**src/rtl/omx_pkg.sv**
```systemverilog
package omx_pkg;
  typedef enum logic [1:0] {
    KIND_PILOT = 2'd0,
    KIND_DATA  = 2'd1,
    KIND_TPS   = 2'd2,
    KIND_NULL  = 2'd3
  } car_kind_e;

  typedef struct packed {
    logic blk;
    logic dv;
    logic tv;
    logic frm;
    logic sf;
  } car_flags_t;
endpackage

```
**src/rtl/omx_sym_track.sv**
```systemverilog
module omx_sym_track #(
  parameter int SPF = 68,
  parameter int FPS = 4
) (
  input  logic clk_i,
  input  logic rst_ni,
  input  logic adv_i,
  input  logic sync_i,
  output logic lock_o,
  output logic sym_zero_o,
  output logic frm_zero_o
);
  localparam int SBW = (SPF > 1) ? $clog2(SPF) : 1;
  localparam int FBW = (FPS > 1) ? $clog2(FPS) : 1;

  logic [SBW-1:0] sym_q, sym_n;
  logic [FBW-1:0] frm_q, frm_n;
  logic           lock_q, lock_n;

  always_comb begin
    sym_n  = sym_q;
    frm_n  = frm_q;
    lock_n = lock_q;
    if (adv_i) begin
      if (sync_i) begin
        sym_n  = '0;
        frm_n  = '0;
        lock_n = 1'b1;
      end else if (lock_q) begin
        if (sym_q == SBW'(SPF - 1)) begin
          sym_n = '0;
          frm_n = (frm_q == FBW'(FPS - 1)) ? '0 : frm_q + FBW'(1);
        end else begin
          sym_n = sym_q + SBW'(1);
        end
      end
    end
  end

  always_ff @(posedge clk_i or negedge rst_ni) begin
    if (!rst_ni) begin
      sym_q  <= '0;
      frm_q  <= '0;
      lock_q <= 1'b0;
    end else begin
      sym_q  <= sym_n;
      frm_q  <= frm_n;
      lock_q <= lock_n;
    end
  end

  // markers follow the carrier being accepted, so use next-state values
  assign lock_o     = lock_n;
  assign sym_zero_o = (sym_n == '0);
  assign frm_zero_o = (frm_n == '0);
endmodule

```
**src/rtl/omx_flag_gen.sv**
```systemverilog
module omx_flag_gen
  import omx_pkg::*;
(
  input  car_kind_e  kind_i,
  input  logic       first_i,
  input  logic       lock_i,
  input  logic       sym_zero_i,
  input  logic       frm_zero_i,
  input  logic       mode8k_i,
  output car_flags_t flags_o
);
  logic frm;

  assign frm = lock_i & sym_zero_i;

  always_comb begin
    flags_o.blk = first_i;
    // first carrier is a continual pilot: never valid
    flags_o.dv  = (kind_i == KIND_DATA) & ~first_i;
    flags_o.tv  = (kind_i == KIND_TPS)  & ~first_i;
    flags_o.frm = frm;
    flags_o.sf  = frm & (mode8k_i | frm_zero_i);
  end
endmodule

```
**src/rtl/omx_slot.sv**
```systemverilog
module omx_slot
  import omx_pkg::*;
#(
  parameter int DW = 8,
  parameter int CW = 4
) (
  input  logic          clk_i,
  input  logic          rst_ni,
  input  logic          acc_i,
  input  logic [DW-1:0] car_i_i,
  input  logic [DW-1:0] car_q_i,
  input  logic [CW-1:0] cfd_i,
  input  logic [2*CW-1:0] h2_i,
  input  car_flags_t    flags_i,
  output logic          busy_o,
  output logic [DW-1:0] data_o,
  output logic [CW-1:0] side_o,
  output logic [CW-1:0] h2lo_o,
  output logic          strobe_o,
  output car_flags_t    flags_o
);
  logic          ph_q;
  logic [DW-1:0] q_hold_q;
  logic [CW-1:0] hhi_hold_q;

  always_ff @(posedge clk_i or negedge rst_ni) begin
    if (!rst_ni) begin
      ph_q       <= 1'b0;
      q_hold_q   <= '0;
      hhi_hold_q <= '0;
      data_o     <= '0;
      side_o     <= '0;
      h2lo_o     <= '0;
      strobe_o   <= 1'b0;
      flags_o    <= '0;
    end else if (acc_i) begin
      ph_q       <= 1'b1;
      q_hold_q   <= car_q_i;
      hhi_hold_q <= h2_i[2*CW-1:CW];
      data_o     <= car_i_i;
      side_o     <= cfd_i;
      h2lo_o     <= h2_i[CW-1:0];
      strobe_o   <= 1'b1;
      flags_o    <= flags_i;
    end else if (ph_q) begin
      ph_q       <= 1'b0;
      data_o     <= q_hold_q;
      side_o     <= hhi_hold_q;
      strobe_o   <= 1'b0;
    end else begin
      data_o     <= '0;
      side_o     <= '0;
      h2lo_o     <= '0;
      strobe_o   <= 1'b0;
      flags_o    <= '0;
    end
  end

  assign busy_o = ph_q;
endmodule

```
**src/rtl/omx_carrier_mux.sv**
```systemverilog
module omx_carrier_mux
  import omx_pkg::*;
#(
  parameter int DW  = 8,
  parameter int CW  = 4,
  parameter int SPF = 68,
  parameter int FPS = 4
) (
  input  logic          clk_i,
  input  logic          rst_ni,
  input  logic          car_vld_i,
  input  logic [DW-1:0] car_i_i,
  input  logic [DW-1:0] car_q_i,
  input  logic [CW-1:0] cfd_i,
  input  logic [2*CW-1:0] h2_i,
  input  logic [1:0]    kind_i,
  input  logic          first_i,
  input  logic          fsync_i,
  input  logic          mode8k_i,
  output logic [DW-1:0] data_o,
  output logic [CW-1:0] side_o,
  output logic [CW-1:0] h2lo_o,
  output logic          strobe_o,
  output logic          blk_start_o,
  output logic          dat_vld_o,
  output logic          tps_vld_o,
  output logic          frm_o,
  output logic          sf_o
);
  logic       busy, acc;
  logic       lock, sym_zero, frm_zero;
  car_flags_t flags_in, flags_out;

  assign acc = car_vld_i & ~busy;

  omx_sym_track #(.SPF(SPF), .FPS(FPS)) u_track (
    .clk_i      (clk_i),
    .rst_ni     (rst_ni),
    .adv_i      (acc & first_i),
    .sync_i     (fsync_i),
    .lock_o     (lock),
    .sym_zero_o (sym_zero),
    .frm_zero_o (frm_zero)
  );

  omx_flag_gen u_flags (
    .kind_i     (car_kind_e'(kind_i)),
    .first_i    (first_i),
    .lock_i     (lock),
    .sym_zero_i (sym_zero),
    .frm_zero_i (frm_zero),
    .mode8k_i   (mode8k_i),
    .flags_o    (flags_in)
  );

  omx_slot #(.DW(DW), .CW(CW)) u_slot (
    .clk_i    (clk_i),
    .rst_ni   (rst_ni),
    .acc_i    (acc),
    .car_i_i  (car_i_i),
    .car_q_i  (car_q_i),
    .cfd_i    (cfd_i),
    .h2_i     (h2_i),
    .flags_i  (flags_in),
    .busy_o   (busy),
    .data_o   (data_o),
    .side_o   (side_o),
    .h2lo_o   (h2lo_o),
    .strobe_o (strobe_o),
    .flags_o  (flags_out)
  );

  assign blk_start_o = flags_out.blk;
  assign dat_vld_o   = flags_out.dv;
  assign tps_vld_o   = flags_out.tv;
  assign frm_o       = flags_out.frm;
  assign sf_o        = flags_out.sf;
endmodule

```
**config.mk**
```make
export PLATFORM = sky130hd
export DESIGN_NAME = omx_carrier_mux
export DESIGN_NICKNAME = d
export VERILOG_FILES = /design/src/rtl/omx_pkg.sv /design/src/rtl/omx_sym_track.sv /design/src/rtl/omx_flag_gen.sv /design/src/rtl/omx_slot.sv /design/src/rtl/omx_carrier_mux.sv
export SDC_FILE = /design/constraint.sdc
export NUM_CORES = 1
export LEC_CHECK = 0
export ABC_CLOCK_PERIOD_IN_PS = 5800
export BUFFER_PORTS_ARGS = -buffer_cell sky130_fd_sc_hd__buf_2
export CAP_MARGIN = 20
export CORE_MARGIN = 3
export CORE_UTILIZATION = 45
export DETAILED_ROUTE_END_ITERATION = 12
export GPL_TIMING_DRIVEN = 0
export PLACE_DENSITY = 0.77
export SETUP_SLACK_MARGIN = 0.05
export SLEW_MARGIN = 20
export SYNTH_ARGS = -nofsm -noshare
export SYNTH_HDL_FRONTEND = slang
export SYNTH_HIERARCHICAL = 1
export SYNTH_SLANG_ARGS = --single-unit
```
**constraint.sdc**
```tcl
create_clock -name clk_i -period 5.8 [get_ports clk_i]
set_clock_uncertainty 0.15 [all_clocks]
set_input_delay 1.45 -clock clk_i [delete_from_list [all_inputs] [get_ports clk_i]]
set_output_delay 1.45 -clock clk_i [all_outputs]
set_load 0.01 [all_outputs]
```
# After elaboration in Yosys (flattened, before gate mapping)

Index checks and enable logic that the tools add are counted.

Reductions and logical operators: 2
Eq/ne operators: 5
$add $sub $neg: 2
Muxes and demuxes: 20
Bitwise gates (word level): 9

Operator list:

| operator              | count |
|---|---|
| $mux W7               | 4 |
| $mux W4               | 4 |
| $mux W8               | 2 |
| $mux W2               | 5 |
| $mux W5               | 2 |
| $add A7 B1 Y7 const B | 1 |
| $eq A7 B7 Y1 const B  | 1 |
| $logic_not A7 Y1      | 1 |
| $and A1 B1 Y1         | 6 |
| $eq A2 B2 Y1 const B  | 2 |
| $mux W1               | 3 |
| $add A2 B1 Y2 const B | 1 |
| $eq A2 B1 Y1 const B  | 1 |
| $logic_not A2 Y1      | 1 |
| $ne A2 B2 Y1 const B  | 1 |
| $not A1 Y1            | 2 |
| $or A1 B1 Y1          | 1 |

Flip-flop bits (word level): 44
Bits of input ports: 36
Output and inout port bits: 22

# Longest topological paths before layout

Word-level depth: 10
Gate-level depth with buffers: 10
Depth with buffers taken out: 8

# By module

Netlist, hierarchy kept.

Modules (own cells, without submodules):

| module          | sequential area each (um^2) | area an instance (um^2) | instances | cells each |
|---|---|---|---|---|
| omx_slot        | 850.8                       | 1285.0                  | 1         | 77 |
| omx_sym_track   | 250.2                       | 668.1                   | 1         | 79 |
| omx_flag_gen    | 0.0                         | 46.3                    | 1         | 6 |
| omx_carrier_mux | 0.0                         | 15.0                    | 1         | 2 |

# Worst setup path before layout

OpenSTA, ideal clock, no wires.

Kind: in2reg
Start point: input car_vld_i
End point: register u_slot/flags_o[1] (netlist bit)
Setup time: 0.065 ns
Stages on the path: 10
Arrival time: 2.876 ns
Path slack: 2.708 ns
Path buffers: 2
Cells stage by stage: and3b_1 buf_2 nand4_1 o211ai_1 o41ai_1 nand2b_1 nor4_2 and2_1 buf_4 a22o_1

Word-level cells in the longest chain between the ends: 6
Elaborated cells between the ends (all ways): 8
Classes of those cells: eq/ne (1); mux (3); bitwise (3); reduce/logical (1)

Ends and longest elaborated chain:

| element                    | line                  | source |
|---|---|---|
| start: declaration         | omx_carrier_mux.sv:11 | `input logic car_vld_i,` |
| $and A1 B1 Y1              | omx_carrier_mux.sv:34 | `assign acc = car_vld_i & ~busy;` |
| $and A1 B1 Y1              | omx_carrier_mux.sv:39 | `.adv_i (acc & first_i),` |
| $mux W7                    | omx_sym_track.sv:24   | `if (adv_i) begin` |
| named net u_track.sym_n[5] | omx_sym_track.sv:16   | `logic [SBW-1:0] sym_q, sym_n;` |
| $logic_not A7 Y1           | omx_sym_track.sv:54   | `assign sym_zero_o = (sym_n == '0);` |
| named net sym_zero         | omx_carrier_mux.sv:31 | `logic lock, sym_zero, frm_zero;` |
| $and A1 B1 Y1              | omx_flag_gen.sv:14    | `assign frm = lock_i & sym_zero_i;` |
| named net u_flags.frm      | omx_flag_gen.sv:12    | `logic frm;` |
| $mux W5                    | omx_slot.sv:36        | `end else if (acc_i) begin` |
| end signal: assignment     | omx_slot.sv:44        | `flags_o <= flags_i;` |
| end: declaration           | omx_slot.sv:20        | `output car_flags_t flags_o` |

The timed path passes the listed nets, and every way through them passes these cells.
A chain may end at the register's enable or synchronous reset.

# Worst setup path after layout

Start point: input first_i
End point: register u_slot/flags_o[1] (netlist bit)

Word-level cells in the longest chain between the ends: 5
Elaborated cells between the ends (all ways): 6
Classes of those cells: mux (3); bitwise (2); reduce/logical (1)

Ends and longest elaborated chain:

| element                    | line                  | source |
|---|---|---|
| start: declaration         | omx_carrier_mux.sv:17 | `input logic first_i,` |
| $and A1 B1 Y1              | omx_carrier_mux.sv:39 |  |
| $mux W7                    | omx_sym_track.sv:24   |  |
| named net u_track.sym_n[5] | omx_sym_track.sv:16   |  |
| $logic_not A7 Y1           | omx_sym_track.sv:54   |  |
| named net sym_zero         | omx_carrier_mux.sv:31 |  |
| $and A1 B1 Y1              | omx_flag_gen.sv:14    |  |
| named net u_flags.frm      | omx_flag_gen.sv:12    |  |
| $mux W5                    | omx_slot.sv:36        |  |

The timed path passes the listed nets, and every way through them passes these cells.

==> results.cfg <==
[outcome]
outcome = complete, no violations

[synth]
yosys_warnings = 6
synthFlopType = dfrtp_1
syn-num-nets = 202
synth.area.top_cells = dfrtp_1 (55%), a22o_1 (8.7%), mux2_4 (6.0%)
synth_cell_type_count = 39
synth_top_area_share_pct = 54.7
synthCells = 164
synth_edf_count = 0
async_flop_share_pct = 100
synth.avg_cell_area_um2 = 12.3
yosys.area.top_type = dfrtp_1
synth_area_um2 = 2010
ys_seq_area_share_pct = 54.7
synth_seq_cells = 44

[worst_setup_path]
cp_top_family = simple AND/OR/NAND/NOR gates
crit_buf_inv = 3
worstPathRequired_ns = 5.88
crit_fanout = 10
worstRegToRegCells = 9
slowest_stage = nor4_2
crit_arrival_ns = 3.21
timing.rr.end = u_slot/flags_o[1]
slowest_delay_ns = 0.26
end_kind = register
worstPathCellList = buf_2 > and3b_1 > buf_2 > nand4_1 > o211ai_1 > o41ai_1 > nand2b_1 > nor4_2 > and2_1 > buf_4 > a22o_1
rr_startpoint = u_track/sym_q[0]
cp_common_cell = buf_2
critPathKind = input port to register
r2r_slack_ns = 3.38
critPathLaunchType = input port
crit_start = first_i

[routing]
via_per_inst = 5.47
initialDrtViolationCount = 143
drtPass1Iterations = 4
vias = 1522
wl_per_cell_um = 15.0
antenna_left = 0
routed_wl_um = 4180
drc = 0

[timing]
rsz0062_at_grt = no
whs_ns = 0.346
tightest_slew_ns = 0.947
setup_viol = 0
period_minus_slack_ns = 3.14
period_share_pct = 54.1
fmax_ghz = 0.319
hold_viol = 0
slew_violations = 0
fin_tns_setup_ns = 0
relSlewSlack_pct = 36.9

[placed_design]
portBuffers = 57
dp_hpwl_um = 3070
gp_congestion = 0.847

[floorplanning]
fp.coreArea_um2 = 4140
start_util_pct = 48.6
die_x_um = 72.9
dieArea_um2 = 5320
fp.dieH_um = 72.9
rows = 23
io_pins = 58

[clocking]
clk-insertion-delay-late_ns = 0.29
cts_root_buf = clkbuf_8
clock_path_buffers = 2
cts_buffers = 5
htree_levels = 2
clkTransAtPathRegs_ns = 0.08
holdBufCountCts = 0
ctsResizeCount = 0
cts.sinks = 44
cts_tree = done
post-cts-setup-buffer-count = 0

[finish]
area_growth_pct = 23.7
fillCellCount = 352
drive_above_1_share_pct = 39.9
final_common_cell = buf_2
num-nets-final = 266
n_antenna_cell = 0
final_cell_mix = buf_2 (61), dfrtp_1 (44), a22o_1 (20), nor2_1 (9)

[hold_path]
hp-start = u_slot/hhi_hold_q[3]
hold_depth = 1
hp-class = register to register
holdPathEnd = u_slot/side_o[3]

[global_route]
first_global_vias = 1607
grt.met3_usage_pct = 5.79
grt_max_degree = 45
grt_usage_pct = 17.7
gr-usage-met1_pct = 23.7
grt-ovfl-total = 0
grt_antenna_before_repair = 0
use_met2_pct = 28.0
busiest_layer = met2
grt_pass1_wl_um = 7400

[job]
maxCapViolations = 0

[power_and_ir_drop]
p_per_area_nw_per_um2 = 316
ir_worst_vdd_v = 0.000216
p_leak_nw = 1.27
## sequential cells by signal (all words and copies together) (netlist names)
register / flops
u_slot/q_hold_q: 8
u_slot/busy_o: 1
u_track/sym_q: 7
u_slot/h2lo_o: 4
u_track/lock_q: 1
u_slot/hhi_hold_q: 4
u_track/frm_q: 2
u_slot/flags_o: 5
u_slot/side_o: 4
u_slot/data_o: 8
## through the flow
| step | setup WS [ns] | instance area [um2] | instances | utilization [%] | total power, mW |
|---|---|---|---|---|---|
| finish | 2.66 | 2490 | 278 | 60.1 | 0.786 |
| global route | 2.50 | 2490 | 278 | 60.1 | 0.827 |
| CTS | 2.67 | 2490 | 278 | 60.1 | 0.793 |
| detailed placement | 2.38 | 2360 | 271 | 57.0 | 0.526 |
| global placement | 2.38 | 2360 | 271 | 57.0 | 0.521 |
| floorplan | 2.71 | 2010 | 164 | - | 0.471 |
## logic make-up (layout without fill, tap and decap cells)
| family | Yosys count | in the layout | share of synthesized area (%) |
|---|---|---|---|
| fa+ha+maj | 2 | 2 | 1.24 |
| flops | 44 | 44 | 54.7 |
| simple gates | 46 | 46 | 13.5 |
| mux | 14 | 14 | 9.19 |
| buf+inv | 15 | 79 | 5.53 |
| compound gates | 43 | 43 | 15.8 |
## layout make-up
cell class	instances	area (um2)	area share, %
flip-flops and latches	44	1100	44.2
plain buffers	13	104	4.17
inverters	2	7.51	0.301
multi-input cells	105	802	32.2
clock inverters	2	60.1	2.41
well taps	50	62.6	2.51
clock buffers	5	68.8	2.76
repair buffers	57	285	11.5
## report_power, final
group | total [mW] | switching (mW) | leakage, nW | internal, mW
sequential | 0.365 | 0.0239 | 0.558 | 0.341
clock | 0.266 | 0.0966 | 0.0642 | 0.169
combinational | 0.155 | 0.0744 | 0.650 | 0.0805
## worst register-to-register path, cell delays in order (launching register included)
cell and delay, ns:
dfrtp_1 0.46, ha_1 0.30, and4bb_1 0.22, a31oi_1 0.27
a21oi_1 0.11, o21ai_1 0.23, nor4_2 0.09, and2_1 0.15
buf_4 0.12, a22o_1 0.21
## how the worst max path moves through the flow
stage / to / slack [ns] / cells after the start
3_3_place_gp: u_slot/flags_o[1] / 2.38 / 11
4_1_cts: u_slot/flags_o[1] / 2.67 / 11
5_1_grt: u_slot/flags_o[1] / 2.50 / 11
6_report: u_slot/flags_o[1] / 2.66 / 11
3_5_place_dp: u_slot/flags_o[1] / 2.38 / 11
2_1_floorplan: u_slot/flags_o[1] / 2.71 / 10
## per-layer routing
metal	vias up	wire length (um)
met5	-	0
met4	0	29
met3	4	296
met2	44	1980
met1	737	1880
li1	737	-
## Yosys cell counts, types with 2 or more instances
cell,count
a21oi_1,7
a22o_1,20
and2_1,3
and3_1,2
buf_2,4
buf_4,5
buf_6,2
dfrtp_1,44
ha_1,2
inv_1,2
mux2_2,4
mux2_4,8
mux2i_1,2
nand2_1,8
nand2b_1,3
nand3_1,3
nand4_1,4
nor2_1,9
nor2b_1,2
nor3_1,3
nor3b_1,2
o21ai_0,4
o21ai_1,2
o31ai_1,3
o41ai_1,2
No activity file was read; power rests on OpenSTA's default activity.
